**config.mk**
```make
export PLATFORM = sky130hd
export DESIGN_NAME = pixel_select_stage
export DESIGN_NICKNAME = d
export VERILOG_FILES = /design/src/rtl/psel_pkg.sv /design/src/rtl/psel_ctrl.sv /design/src/rtl/psel_datapath.sv /design/src/rtl/pixel_select_stage.sv
export SDC_FILE = /design/constraint.sdc
export NUM_CORES = 1
export LEC_CHECK = 0
export BUFFER_PORTS_ARGS = -buffer_cell sky130_fd_sc_hd__buf_2
export CAP_MARGIN = 25
export CELL_PAD_IN_SITES_DETAIL_PLACEMENT = 0
export CELL_PAD_IN_SITES_GLOBAL_PLACEMENT = 1
export CORE_MARGIN = 1
export CORE_UTILIZATION = 30
export CTS_CLUSTER_SIZE = 20
export DETAILED_ROUTE_END_ITERATION = 10
export GPL_TIMING_DRIVEN = 0
export PLACE_DENSITY = 0.86
export SLEW_MARGIN = 10
export SYNTH_ARGS = -nofsm -noshare
export SYNTH_HDL_FRONTEND = slang
export SYNTH_HIERARCHICAL = 1
export SYNTH_SLANG_ARGS = --single-unit
export TNS_END_PERCENT = 10
```
**constraint.sdc**
```tcl
create_clock -name clk -period 3.6 [get_ports clk]
set_input_delay 0.54 -clock clk [delete_from_list [all_inputs] [get_ports clk]]
set_output_delay 0.54 -clock clk [all_outputs]
set_load 0.1 [all_outputs]
```
**src/rtl/psel_pkg.sv**
```systemverilog
package psel_pkg;
  localparam int SEL_W = 2;

  typedef enum logic [SEL_W-1:0] {
    MODE_PSEL = 2'b00,
    MODE_RSVD = 2'b01,
    MODE_OVL  = 2'b10,
    MODE_IGN  = 2'b11
  } mode_e;

  // strobes from control to datapath
  typedef struct packed {
    logic             blank;
    logic             useOvl;
    logic [SEL_W-1:0] ovlIdx;
  } strobe_t;
endpackage

```
**src/rtl/psel_ctrl.sv**
```systemverilog
module psel_ctrl
  import psel_pkg::*;
(
  input  logic             clk,
  input  logic             rstN,
  input  logic [SEL_W-1:0] modeSel,
  input  logic [SEL_W-1:0] selIn,
  input  logic [SEL_W-1:0] matchVal,
  output strobe_t          strobe,
  output logic             illegalMode
);
  always_comb begin
    strobe = '0;
    unique case (mode_e'(modeSel))
      MODE_PSEL: strobe.blank = (selIn != matchVal);
      MODE_OVL: begin
        strobe.useOvl = (selIn != '0);
        strobe.ovlIdx = selIn;
      end
      default: ; // ignore and reserved pass the masked pixel
    endcase
  end

  always_ff @(posedge clk) begin
    if (!rstN)                          illegalMode <= 1'b0;
    else if (mode_e'(modeSel) == MODE_RSVD) illegalMode <= 1'b1;
  end
endmodule

```
**src/rtl/psel_datapath.sv**
```systemverilog
module psel_datapath
  import psel_pkg::*;
#(
  parameter int PIX_W   = 8,
  parameter int NUM_OVL = 3
) (
  input  logic                       clk,
  input  logic                       rstN,
  input  logic [3*PIX_W-1:0]         pixIn,
  input  logic [PIX_W-1:0]           pixMask,
  input  logic [NUM_OVL*3*PIX_W-1:0] ovlColors,
  input  strobe_t                    strobe,
  output logic [3*PIX_W-1:0]         pixOut,
  output logic                       outEn
);
  localparam int COL_W = 3 * PIX_W;

  logic [COL_W-1:0] maskedPix;
  logic [COL_W-1:0] ovlPick;
  logic [COL_W-1:0] nextPix;

  for (genvar ch = 0; ch < 3; ch++) begin : g_mask
    assign maskedPix[ch*PIX_W +: PIX_W] = pixIn[ch*PIX_W +: PIX_W] & pixMask;
  end

  always_comb begin
    ovlPick = '0;
    for (int k = 0; k < NUM_OVL; k++) begin
      if (strobe.ovlIdx == SEL_W'(k + 1)) ovlPick = ovlColors[k*COL_W +: COL_W];
    end
  end

  always_comb begin
    if (strobe.blank)       nextPix = '0;
    else if (strobe.useOvl) nextPix = ovlPick;
    else                    nextPix = maskedPix;
  end

  always_ff @(posedge clk) begin
    if (!rstN) begin
      pixOut <= '0;
      outEn  <= 1'b0;
    end else begin
      pixOut <= nextPix;
      outEn  <= !strobe.blank;
    end
  end
endmodule

```
**src/rtl/pixel_select_stage.sv**
```systemverilog
module pixel_select_stage
  import psel_pkg::*;
#(
  parameter int PIX_W = 8
) (
  input  logic                 clk,
  input  logic                 rstN,
  input  logic [PIX_W-1:0]     redIn,
  input  logic [PIX_W-1:0]     greenIn,
  input  logic [PIX_W-1:0]     blueIn,
  input  logic [1:0]           selIn,
  input  logic [PIX_W-1:0]     pixMask,
  input  logic [1:0]           modeSel,
  input  logic [1:0]           matchVal,
  input  logic [9*PIX_W-1:0]   ovlColors,
  output logic [PIX_W-1:0]     redOut,
  output logic [PIX_W-1:0]     greenOut,
  output logic [PIX_W-1:0]     blueOut,
  output logic                 outEn,
  output logic                 illegalMode
);
  localparam int NUM_OVL = (1 << SEL_W) - 1;

  strobe_t           strobe;
  logic [3*PIX_W-1:0] pixOut;

  psel_ctrl u_ctrl (
    .clk         (clk),
    .rstN        (rstN),
    .modeSel     (modeSel),
    .selIn       (selIn),
    .matchVal    (matchVal),
    .strobe      (strobe),
    .illegalMode (illegalMode)
  );

  psel_datapath #(.PIX_W(PIX_W), .NUM_OVL(NUM_OVL)) u_dp (
    .clk       (clk),
    .rstN      (rstN),
    .pixIn     ({redIn, greenIn, blueIn}),
    .pixMask   (pixMask),
    .ovlColors (ovlColors),
    .strobe    (strobe),
    .pixOut    (pixOut),
    .outEn     (outEn)
  );

  assign {redOut, greenOut, blueOut} = pixOut;
endmodule

```
==> flow_summary.json, run 1 <==
{
  "p_comb_frac": 0.422,
  "crit_path_end_kind": "register",
  "worstSkewPairLatency_ps": 260,
  "cp-start-kind": "input port",
  "skew_ps": 0,
  "cp-startpoint": "selIn[1]",
  "cts_resized": 0,
  "p_leak_nw": 1.12,
  "syn_inst": 151,
  "timing.rr.end": "u_ctrl/illegalMode",
  "final_antenna_net_count": 0,
  "finalSetupViolCount": 0,
  "antenna_found_initial": 0,
  "reg2reg_depth": 1,
  "cts_setup_buffers": 0,
  "port_buffers": 137,
  "ctsHoldBuffers": 0,
  "routedWlPerCell_um": 15.1,
  "avgViaCountPerCell": 4.89,
  "gp_congestion": 0.707,
  "cts_buffer_depth": 2,
  "die_h_um": 78.0,
  "reg2reg_slack_ps": 3010,
  "endpoint": "u_dp/pixOut[19]",
  "status": "finished, final reports clean",
  "r2r_start": "u_ctrl/illegalMode",
  "clkPwrFrac": 0.202,
  "fillCellCount": 574,
  "initial_utilization": 0.313,
  "die_w_um": 78.0,
  "p_switching_mw": 0.326,
  "grt_max_degree": 14,
  "peakVddDrop_uv": 138,
  "layout_commonest_cell": "buf_2",
  "slew_headroom": 0.533,
  "post-route-period-util": 0.516,
  "cts_root_buf": "clkbuf_8",
  "drt-initial-drc-count": 40,
  "max-cap-violations": 0,
  "critical_path_required_ps": 3730,
  "final_util": 0.460,
  "std_cell_rows": 27,
  "rsz0062_at_grt": "false",
  "drt_first_pass_iters": 4,
  "hold_viol": 0,
  "area_delta_synth_final_pct": 47.1,
  "grt.total_usage": 0.182,
  "grt_pass1_wl_um": 8490,
  "dp_slack_ps": 1440,
  "max_freq_mhz": 538,
  "core_um2": 5540,
  "vias": 1776,
  "layout_common_cells": "buf_2 (141), dfxtp_1 (26), a21oi_1 (24)",
  "hpwl_um": 4460,
  "worstHoldPathType": "reg2reg",
  "drv_slew": 0,
  "total_power_mw": 0.824,
  "syn_area_um2": 1730,
  "die-area_um2": 6090,
  "tightest_slew_ps": 701,
  "overflow": 0,
  "final_net_count": 405,
  "yosysWarningCount": 6,
  "internal_power_mw": 0.498,
  "wirelength_um": 5480,
  "tritoncts": "done",
  "synth_seq_cells": 26,
  "cp_max_fo": 10,
  "seqPwrFrac": 0.376,
  "cts.clk_slew.worst_paths_ps": 90,
  "avgSynthCellArea_um2": 11.5,
  "cts_inserted_buffers": 3,
  "drcViolationCount": 0,
  "layout-drive-gt1-share": 0.756,
  "p_sw_frac": 0.396,
  "crit_arrival_ps": 1980,
  "syn-num-nets": 263,
  "synth_cell_type_count": 23,
  "grt_pass1_vias": 1838,
  "setup_tns_ps": 0,
  "diodes": 0,
  "io_pins": 138,
  "post-route-min-period_ps": 1860,
  "synth.yosys.seq_area_share": 0.300,
  "layout_setup_ws_ps": 1740,
  "critPathKind": "in2reg",
  "cts_num_sinks": 26,
  "cellPowerDensity_nw_per_um2": 323,
  "htreeDepth": 1
}
-- kinds of logic after synthesis --
logic type	after synthesis	share of synthesized area
AOI/OAI and AO/OA	74	0.404
buffers and inverters	18	0.0952
xor gates and xnor gates	2	0.0101
muxes	24	0.158
DFF	26	0.300
and+or+nand+nor	7	0.0325
-- synth_stat cells --
cell type	instances	share of area
and3b_2	1	0.0058
buf_12	2	0.023
nor3b_1	1	0.0043
a211oi_2	21	0.15
mux2_2	23	0.15
buf_2	4	0.012
nor2_1	1	0.0022
nor2b_4	1	0.0079
nor2b_1	1	0.0036
clkbuf_1	4	0.0087
nand2b_1	1	0.0036
a22oi_2	20	0.14
o21a_1	1	0.0043
a211oi_1	4	0.017
xnor2_1	2	0.010
and3b_1	1	0.0051
a22oi_1	4	0.017
a21oi_1	24	0.069
dfxtp_1	26	0.30
buf_6	4	0.026
clkbuf_8	3	0.024
mux2_4	1	0.0087
inv_1	1	0.0022
-- state kept, by name, indices dropped and copies added (netlist names) --
| signal | cells |
|---|---|
| u_ctrl/illegalMode | 1 |
| u_dp/outEn | 1 |
| u_dp/pixOut | 24 |
-- layout make-up --
| cell class | instances | area, um^2 | share of cell area |
|---|---|---|---|
| well taps | 72 | 90.1 | 0.0353 |
| plain buffers | 17 | 161 | 0.0633 |
| clock buffers | 3 | 41.3 | 0.0162 |
| flip-flops and latches | 26 | 520 | 0.204 |
| inverters | 1 | 3.75 | 0.00147 |
| repair buffers | 137 | 686 | 0.269 |
| multi-input cells | 107 | 1050 | 0.411 |
-- critical path, cell delays in order --
cell and delay [ps]:
buf_2 110, nor2_1 50, nor3b_1 280, buf_2 310
clkbuf_1 560, a211oi_2 150
-- metal layers --
metal	global-route usage	routed length, um	share of wire
met3	0.0279	439	0.080
met5	0	0	0
met1	0.200	2110	0.39
met2	0.352	2840	0.52
met4	0.0611	91	0.017
-- power groups by stage --
stage / clock network (mW) / logic, mW / registers [mW]
finish: 0.166 / 0.348 / 0.310
CTS: 0.174 / 0.352 / 0.310
global route: 0.187 / 0.368 / 0.312
global placement: 0 / 0.347 / 0.316
detailed placement: 0 / 0.351 / 0.317
floorplan: 0 / 0.112 / 0.451
-- worst min-delay path by stage --
stage                               to                from  slack [ps]  cells past startpoint
global placement    u_ctrl/illegalMode  u_ctrl/illegalMode         450                      1
finish              u_ctrl/illegalMode  u_ctrl/illegalMode         480                      1
CTS                 u_ctrl/illegalMode  u_ctrl/illegalMode         490                      1
detailed placement  u_ctrl/illegalMode  u_ctrl/illegalMode         470                      1
global route        u_ctrl/illegalMode                rstN         510                      2
floorplan           u_ctrl/illegalMode                rstN         660                      1
-- per-stage QoR --
step / hold WS (ps) / cell area (um^2) / instances
3_5_place_dp: 466 / 2510 / 360
2_1_floorplan: 658 / 1730 / 151
6_report: 481 / 2550 / 363
4_1_cts: 488 / 2550 / 363
3_3_place_gp: 449 / 2510 / 360
5_1_grt: 512 / 2550 / 363
(Power assumes the default switching activity.)
==> run 2, diff against run 1 <==
--- a/config.mk
+++ b/config.mk
@@ -5,16 +5,17 @@
 export SDC_FILE = /design/constraint.sdc
 export NUM_CORES = 1
 export LEC_CHECK = 0
+export ABC_AREA = 1
 export BUFFER_PORTS_ARGS = -buffer_cell sky130_fd_sc_hd__buf_2
 export CAP_MARGIN = 25
 export CELL_PAD_IN_SITES_DETAIL_PLACEMENT = 0
 export CELL_PAD_IN_SITES_GLOBAL_PLACEMENT = 1
 export CORE_MARGIN = 1
-export CORE_UTILIZATION = 30
+export CORE_UTILIZATION = 22
 export CTS_CLUSTER_SIZE = 20
 export DETAILED_ROUTE_END_ITERATION = 10
 export GPL_TIMING_DRIVEN = 0
-export PLACE_DENSITY = 0.86
+export PLACE_DENSITY = 0.76
 export SLEW_MARGIN = 10
 export SYNTH_ARGS = -nofsm -noshare
 export SYNTH_HDL_FRONTEND = slang
==> constraint.sdc (replaced) <==
create_clock -name clk -period 1.7 [get_ports clk]
set_input_delay 0.255 -clock clk [delete_from_list [all_inputs] [get_ports clk]]
set_output_delay 0.255 -clock clk [all_outputs]
set_load 0.1 [all_outputs]
==> flow_summary.json, run 2 <==
{
  "status": "finished, final reports clean",
  "syn_area_um2": 1670,
  "hold_viol": 0,
  "finalSetupViolCount": 0,
  "crit_slowest_cell": "nor2_1",
  "cp_max_fo": 10,
  "crit_chain": "buf_2, inv_1, nand2_1, nor2_1, buf_6, buf_6, nand3_1, nand3_1, nand2_1, a21oi_1",
  "top_regs": "u_dp/pixOut (24), u_ctrl/illegalMode (1), u_dp/outEn (1)",
  "synth_top_area_frac": 0.329,
  "htreeDepth": 1,
  "grt_pass1_wl_um": 10200,
  "syn_inst": 240,
  "cts.clk_slew.worst_paths_ps": 80,
  "drt-initial-drc-count": 81,
  "io_pins": 138,
  "max_freq_mhz": 736,
  "std_cell_rows": 31,
  "routedWlPerCell_um": 14.3,
  "cellPowerDensity_nw_per_um2": 637,
  "cts_inserted_buffers": 3,
  "avgSynthCellArea_um2": 6.97,
  "antenna_found_initial": 0,
  "avgViaCountPerCell": 4.61,
  "gp_congestion": 0.776,
  "grt_max_degree": 15,
  "rsz0062_at_grt": "false",
  "critPathMaxStageDelay_ps": 270,
  "p_leak_nw": 1.25,
  "cts_num_sinks": 26,
  "syn-num-nets": 352,
  "die-area_um2": 7960,
  "tritoncts": "done",
  "wirelength_um": 6880,
  "cp-start-kind": "input port",
  "diodes": 0,
  "synth_common_cells": "nand3_1 (110), nand2_1 (31), dfxtp_1 (26)",
  "overflow": 0,
  "setup_tns_ps": 0,
  "layout-drive-gt1-share": 0.491,
  "post-route-period-util": 0.799,
  "die_w_um": 89.2,
  "worstHoldPathType": "in2reg",
  "fillCellCount": 869,
  "final_net_count": 494,
  "vias": 2211,
  "critical_path_required_ps": 1900,
  "cts_setup_buffers": 0,
  "synth-main-ff-cell": "dfxtp_1",
  "final_antenna_net_count": 0,
  "synth_edf_count": 0,
  "area_delta_synth_final_pct": 51.7,
  "drt_first_pass_iters": 4,
  "synth_cell_type_count": 16,
  "skew_ps": 0,
  "peakVddDrop_uv": 482,
  "yosysWarningCount": 6,
  "cts_root_buf": "clkbuf_8",
  "die_h_um": 89.2,
  "layout_commonest_cell": "buf_2",
  "cts_buffer_depth": 2,
  "worstSkewPairLatency_ps": 270,
  "synth-compound-area-share": 0.107,
  "ctsHoldBuffers": 0,
  "muxShareOfSynthArea": 0,
  "synth_seq_cells": 26,
  "port_buffers": 137,
  "multi_input_comb_area_um2": 967,
  "slew_headroom": 0.669,
  "crit_path_end_kind": "register",
  "drv_slew": 0,
  "largest_reg_flops": 24,
  "max-cap-violations": 0,
  "synth.most_common_cell": "nand3_1",
  "synthTopCellsByArea": "nand3_1 (33%), dfxtp_1 (31%), nand2_1 (7.0%)",
  "grt.total_usage": 0.174,
  "post-route-min-period_ps": 1360,
  "total_power_mw": 1.62,
  "drcViolationCount": 0,
  "synth_adder_area_share": 0,
  "synth_top_family_by_area": "simple AND/OR/NAND/NOR gates",
  "initial_utilization": 0.229,
  "synth-xor-area-share": 0,
  "synth_top_cell_by_area": "nand3_1",
  "grt_pass1_vias": 2195,
  "layout_common_cells": "buf_2 (150), nand3_1 (110), nand2_1 (31)",
  "async_flop_share": 0,
  "seqCellArea_um2": 520,
  "top_register": "u_dp/pixOut",
  "hpwl_um": 5830,
  "crit_arrival_ps": 1560,
  "critPathKind": "in2reg",
  "core_um2": 7290,
  "cts_resized": 0,
  "yosys.area_share.simple": 0.471,
  "tightest_slew_ps": 496,
  "synth.yosys.seq_area_share": 0.311
}
-- run 2: final cells by class --
class,instances,area share
well taps,99,0.0488
inverters,10,0.0148
flip-flops and latches,26,0.205
clock buffers,4,0.0217
repair buffers,137,0.270
multi-input cells,183,0.381
plain buffers,21,0.0582
-- run 2: cell families (layout without fill, tap and decap cells) --
kind of cell | Yosys count | after routing
AOI/OAI and AO/OA | 27 | 27
buffers and inverters | 31 | 172
DFF | 26 | 26
and+or+nand+nor | 156 | 156
-- run 2: stage by stage --
step	instance area, um^2	utilization	hold slack, ps	setup WS (ps)	std cells
floorplan	1670	-	372	460	240
global placement	2480	0.340	448	96.2	476
detailed placement	2480	0.340	467	52.6	476
CTS	2540	0.348	195	338	480
global route	2540	0.348	195	225	480
finish	2540	0.348	199	342	480
-- run 2: worst paths after layout --
path | from | to | slack (ps) | depth (start not counted)
min | rstN | u_ctrl/illegalMode | 200 | 2
max reg2reg | u_ctrl/illegalMode | u_ctrl/illegalMode | 1110 | 1
min reg2reg | u_ctrl/illegalMode | u_ctrl/illegalMode | 480 | 1
max | modeSel[0] | u_dp/pixOut[21] | 340 | 10
-- run 2: report_power, final --
group	total, mW	leakage (nW)	internal [mW]	switching (mW)
Combinational	0.580	1.01	0.180	0.400
Clock	0.394	0.0288	0.207	0.187
Sequential	0.643	0.213	0.636	0.00653
-- run 2: per-layer routing --
layer,wire length (um),track usage
met1,2900,0.202
met2,3350,0.319
met3,553,0.0443
met4,74,0.0375
met5,0,0
-- run 2: worst max-delay path: cells and delay by family --
kind / cells / cell delay, ps
AOI/OAI and AO/OA: 1 / 130
buffers and inverters: 4 / 520
and+or+nand+nor: 5 / 640
==> run 3, diff against run 2 <==
--- a/config.mk
+++ b/config.mk
@@ -11,11 +11,11 @@
 export CELL_PAD_IN_SITES_DETAIL_PLACEMENT = 0
 export CELL_PAD_IN_SITES_GLOBAL_PLACEMENT = 1
 export CORE_MARGIN = 1
-export CORE_UTILIZATION = 22
+export CORE_UTILIZATION = 25
 export CTS_CLUSTER_SIZE = 20
 export DETAILED_ROUTE_END_ITERATION = 10
 export GPL_TIMING_DRIVEN = 0
-export PLACE_DENSITY = 0.76
+export PLACE_DENSITY = 0.81
 export SLEW_MARGIN = 10
 export SYNTH_ARGS = -nofsm -noshare
 export SYNTH_HDL_FRONTEND = slang
==> constraint.sdc (replaced) <==
create_clock -name clk -period 1.4 [get_ports clk]
set_input_delay 0.21 -clock clk [delete_from_list [all_inputs] [get_ports clk]]
set_output_delay 0.21 -clock clk [all_outputs]
set_load 0.1 [all_outputs]
==> flow_summary.json, run 3 (synthesized netlist as in run 2, its figures left out) <==
{
  "cts_num_sinks": 26,
  "cts_root_buf": "clkbuf_8",
  "final_util": 0.392,
  "p_leak_nw": 1.25,
  "cellPowerDensity_nw_per_um2": 784,
  "crit_path_end_kind": "output pin",
  "tritoncts": "done",
  "layout_common_cells": "buf_2 (150), nand3_1 (110), nand2_1 (31)",
  "post-route-min-period_ps": 1250,
  "drcViolationCount": 18,
  "initial_utilization": 0.260,
  "wirelength_um": 6790,
  "htreeDepth": 1,
  "hpwl_um": 5650,
  "diodes": 0,
  "worstHoldPathType": "in2reg",
  "layout-drive-gt1-share": 0.496,
  "grt_pass1_vias": 2348,
  "area_delta_synth_final_pct": 50.3,
  "vias": 2224,
  "std_cell_rows": 29,
  "violations": "design-rule violations",
  "post-route-period-util": 0.891,
  "top_register": "u_dp/pixOut",
  "die-area_um2": 7020,
  "skew_ps": 0,
  "grt_max_degree": 15,
  "cts.clk_slew.worst_paths_ps": 90,
  "clkPwrFrac": 0.246,
  "final_antenna_net_count": 0,
  "cp_max_fo": 2,
  "largest_reg_flops": 24,
  "antenna_found_initial": 0,
  "grt_pass1_wl_um": 11000,
  "routedWlPerCell_um": 14.8,
  "status": "finished with violations",
  "grt.total_usage": 0.198,
  "seqPwrFrac": 0.396,
  "worstSkewPairLatency_ps": 270,
  "io_pins": 138,
  "core_um2": 6420,
  "layout_commonest_cell": "buf_2",
  "slew_headroom": 0.672,
  "port_buffers": 137,
  "p_sw_frac": 0.369,
  "critPathTopFamily": "buffers and inverters",
  "die_h_um": 83.8,
  "internal_power_mw": 1.24,
  "p_comb_frac": 0.358,
  "finalSetupViolCount": 0,
  "critical_path_required_ps": 1190,
  "tightest_slew_ps": 496,
  "drt_first_pass_iters": 7,
  "dpl_cell_area_um2": 2450,
  "gp_congestion": 0.805,
  "peakVddDrop_uv": 622,
  "critPathKind": "reg2out",
  "final_net_count": 494,
  "overflow": 0,
  "fin_area_um2": 2510,
  "cts_inserted_buffers": 3,
  "die_w_um": 83.8,
  "crit_slowest_cell": "buf_2",
  "rsz0062_at_grt": "false",
  "p_switching_mw": 0.728,
  "avgViaCountPerCell": 4.86,
  "crit_chain": "buf_2",
  "hold_viol": 0,
  "cp-start-kind": "register",
  "drv_slew": 0,
  "max-cap-violations": 0,
  "max_freq_mhz": 802,
  "crit_arrival_ps": 1040,
  "top_regs": "u_dp/pixOut (24), u_ctrl/illegalMode (1), u_dp/outEn (1)",
  "ctsHoldBuffers": 0,
  "critPathMaxStageDelay_ps": 430,
  "drt-initial-drc-count": 113,
  "cts_buffer_depth": 2,
  "critical_path_buf_inv_count": 1
}
[run 3: cell types whose count changed in the layout (fill, tap and decap cells not counted)]
cell | before | now
nor2_2 | 0 | 2
nor2_1 | 4 | 2
[run 3: metrics by stage]
stage               setup slack, ps  power [mW]  setup TNS, ps  hold slack [ps]  instances
detailed placement             -166        1.51          -2960              459        454
CTS                             116        2.00              0              165        458
floorplan                       195        1.24              0              327        240
global route                   10.9        2.08              0              155        458
global placement               -146        1.50          -2350              437        454
finish                          153        1.97              0              169        458
[run 3: routing by layer]
layer / share of wire / routed length (um) / vias up / track usage
met4: 0.0056 / 38 / 0 / 0.0172
met5: 0 / 0 / - / 0
met2: 0.50 / 3390 / 99 / 0.364
met3: 0.079 / 538 / 4 / 0.0524
met1: 0.42 / 2820 / 996 / 0.238
li1: - / - / 1125 / -
[run 3: what timing repair did]
action                                  4_1_cts  5_1_grt
gates resized for setup                       0        2
buffers inserted                              0        0
endpoints found under the setup margin        0       12
[run 3: path summary, 6_finish.rpt]
path / start / cells after the start / endpoint / slack (ps)
worst min-delay path: rstN / 2 / u_ctrl/illegalMode / 170
worst min register to register: u_ctrl/illegalMode / 1 / u_ctrl/illegalMode / 490
worst max register to register: u_ctrl/illegalMode / 1 / u_ctrl/illegalMode / 810
worst max-delay path: u_ctrl/illegalMode / 1 / illegalMode / 150
[run 3: power by group through the flow]
stage | registers, mW | clock network, mW | logic, mW
2_1_floorplan | 1.05 | 0 | 0.197
3_3_place_gp | 0.798 | 0 | 0.704
3_5_place_dp | 0.798 | 0 | 0.707
4_1_cts | 0.781 | 0.506 | 0.709
5_1_grt | 0.784 | 0.539 | 0.757
6_report | 0.780 | 0.486 | 0.705
[run 3: layout make-up]
class                      count  area, um^2
sequential                    26         520
timing repair buffer         137         686
tap                           77        96.3
multi-input combinational    183         972
clock buffer                   4        55.1
fill                         696        3910
inverter                      10        37.5
buffer                        21         148
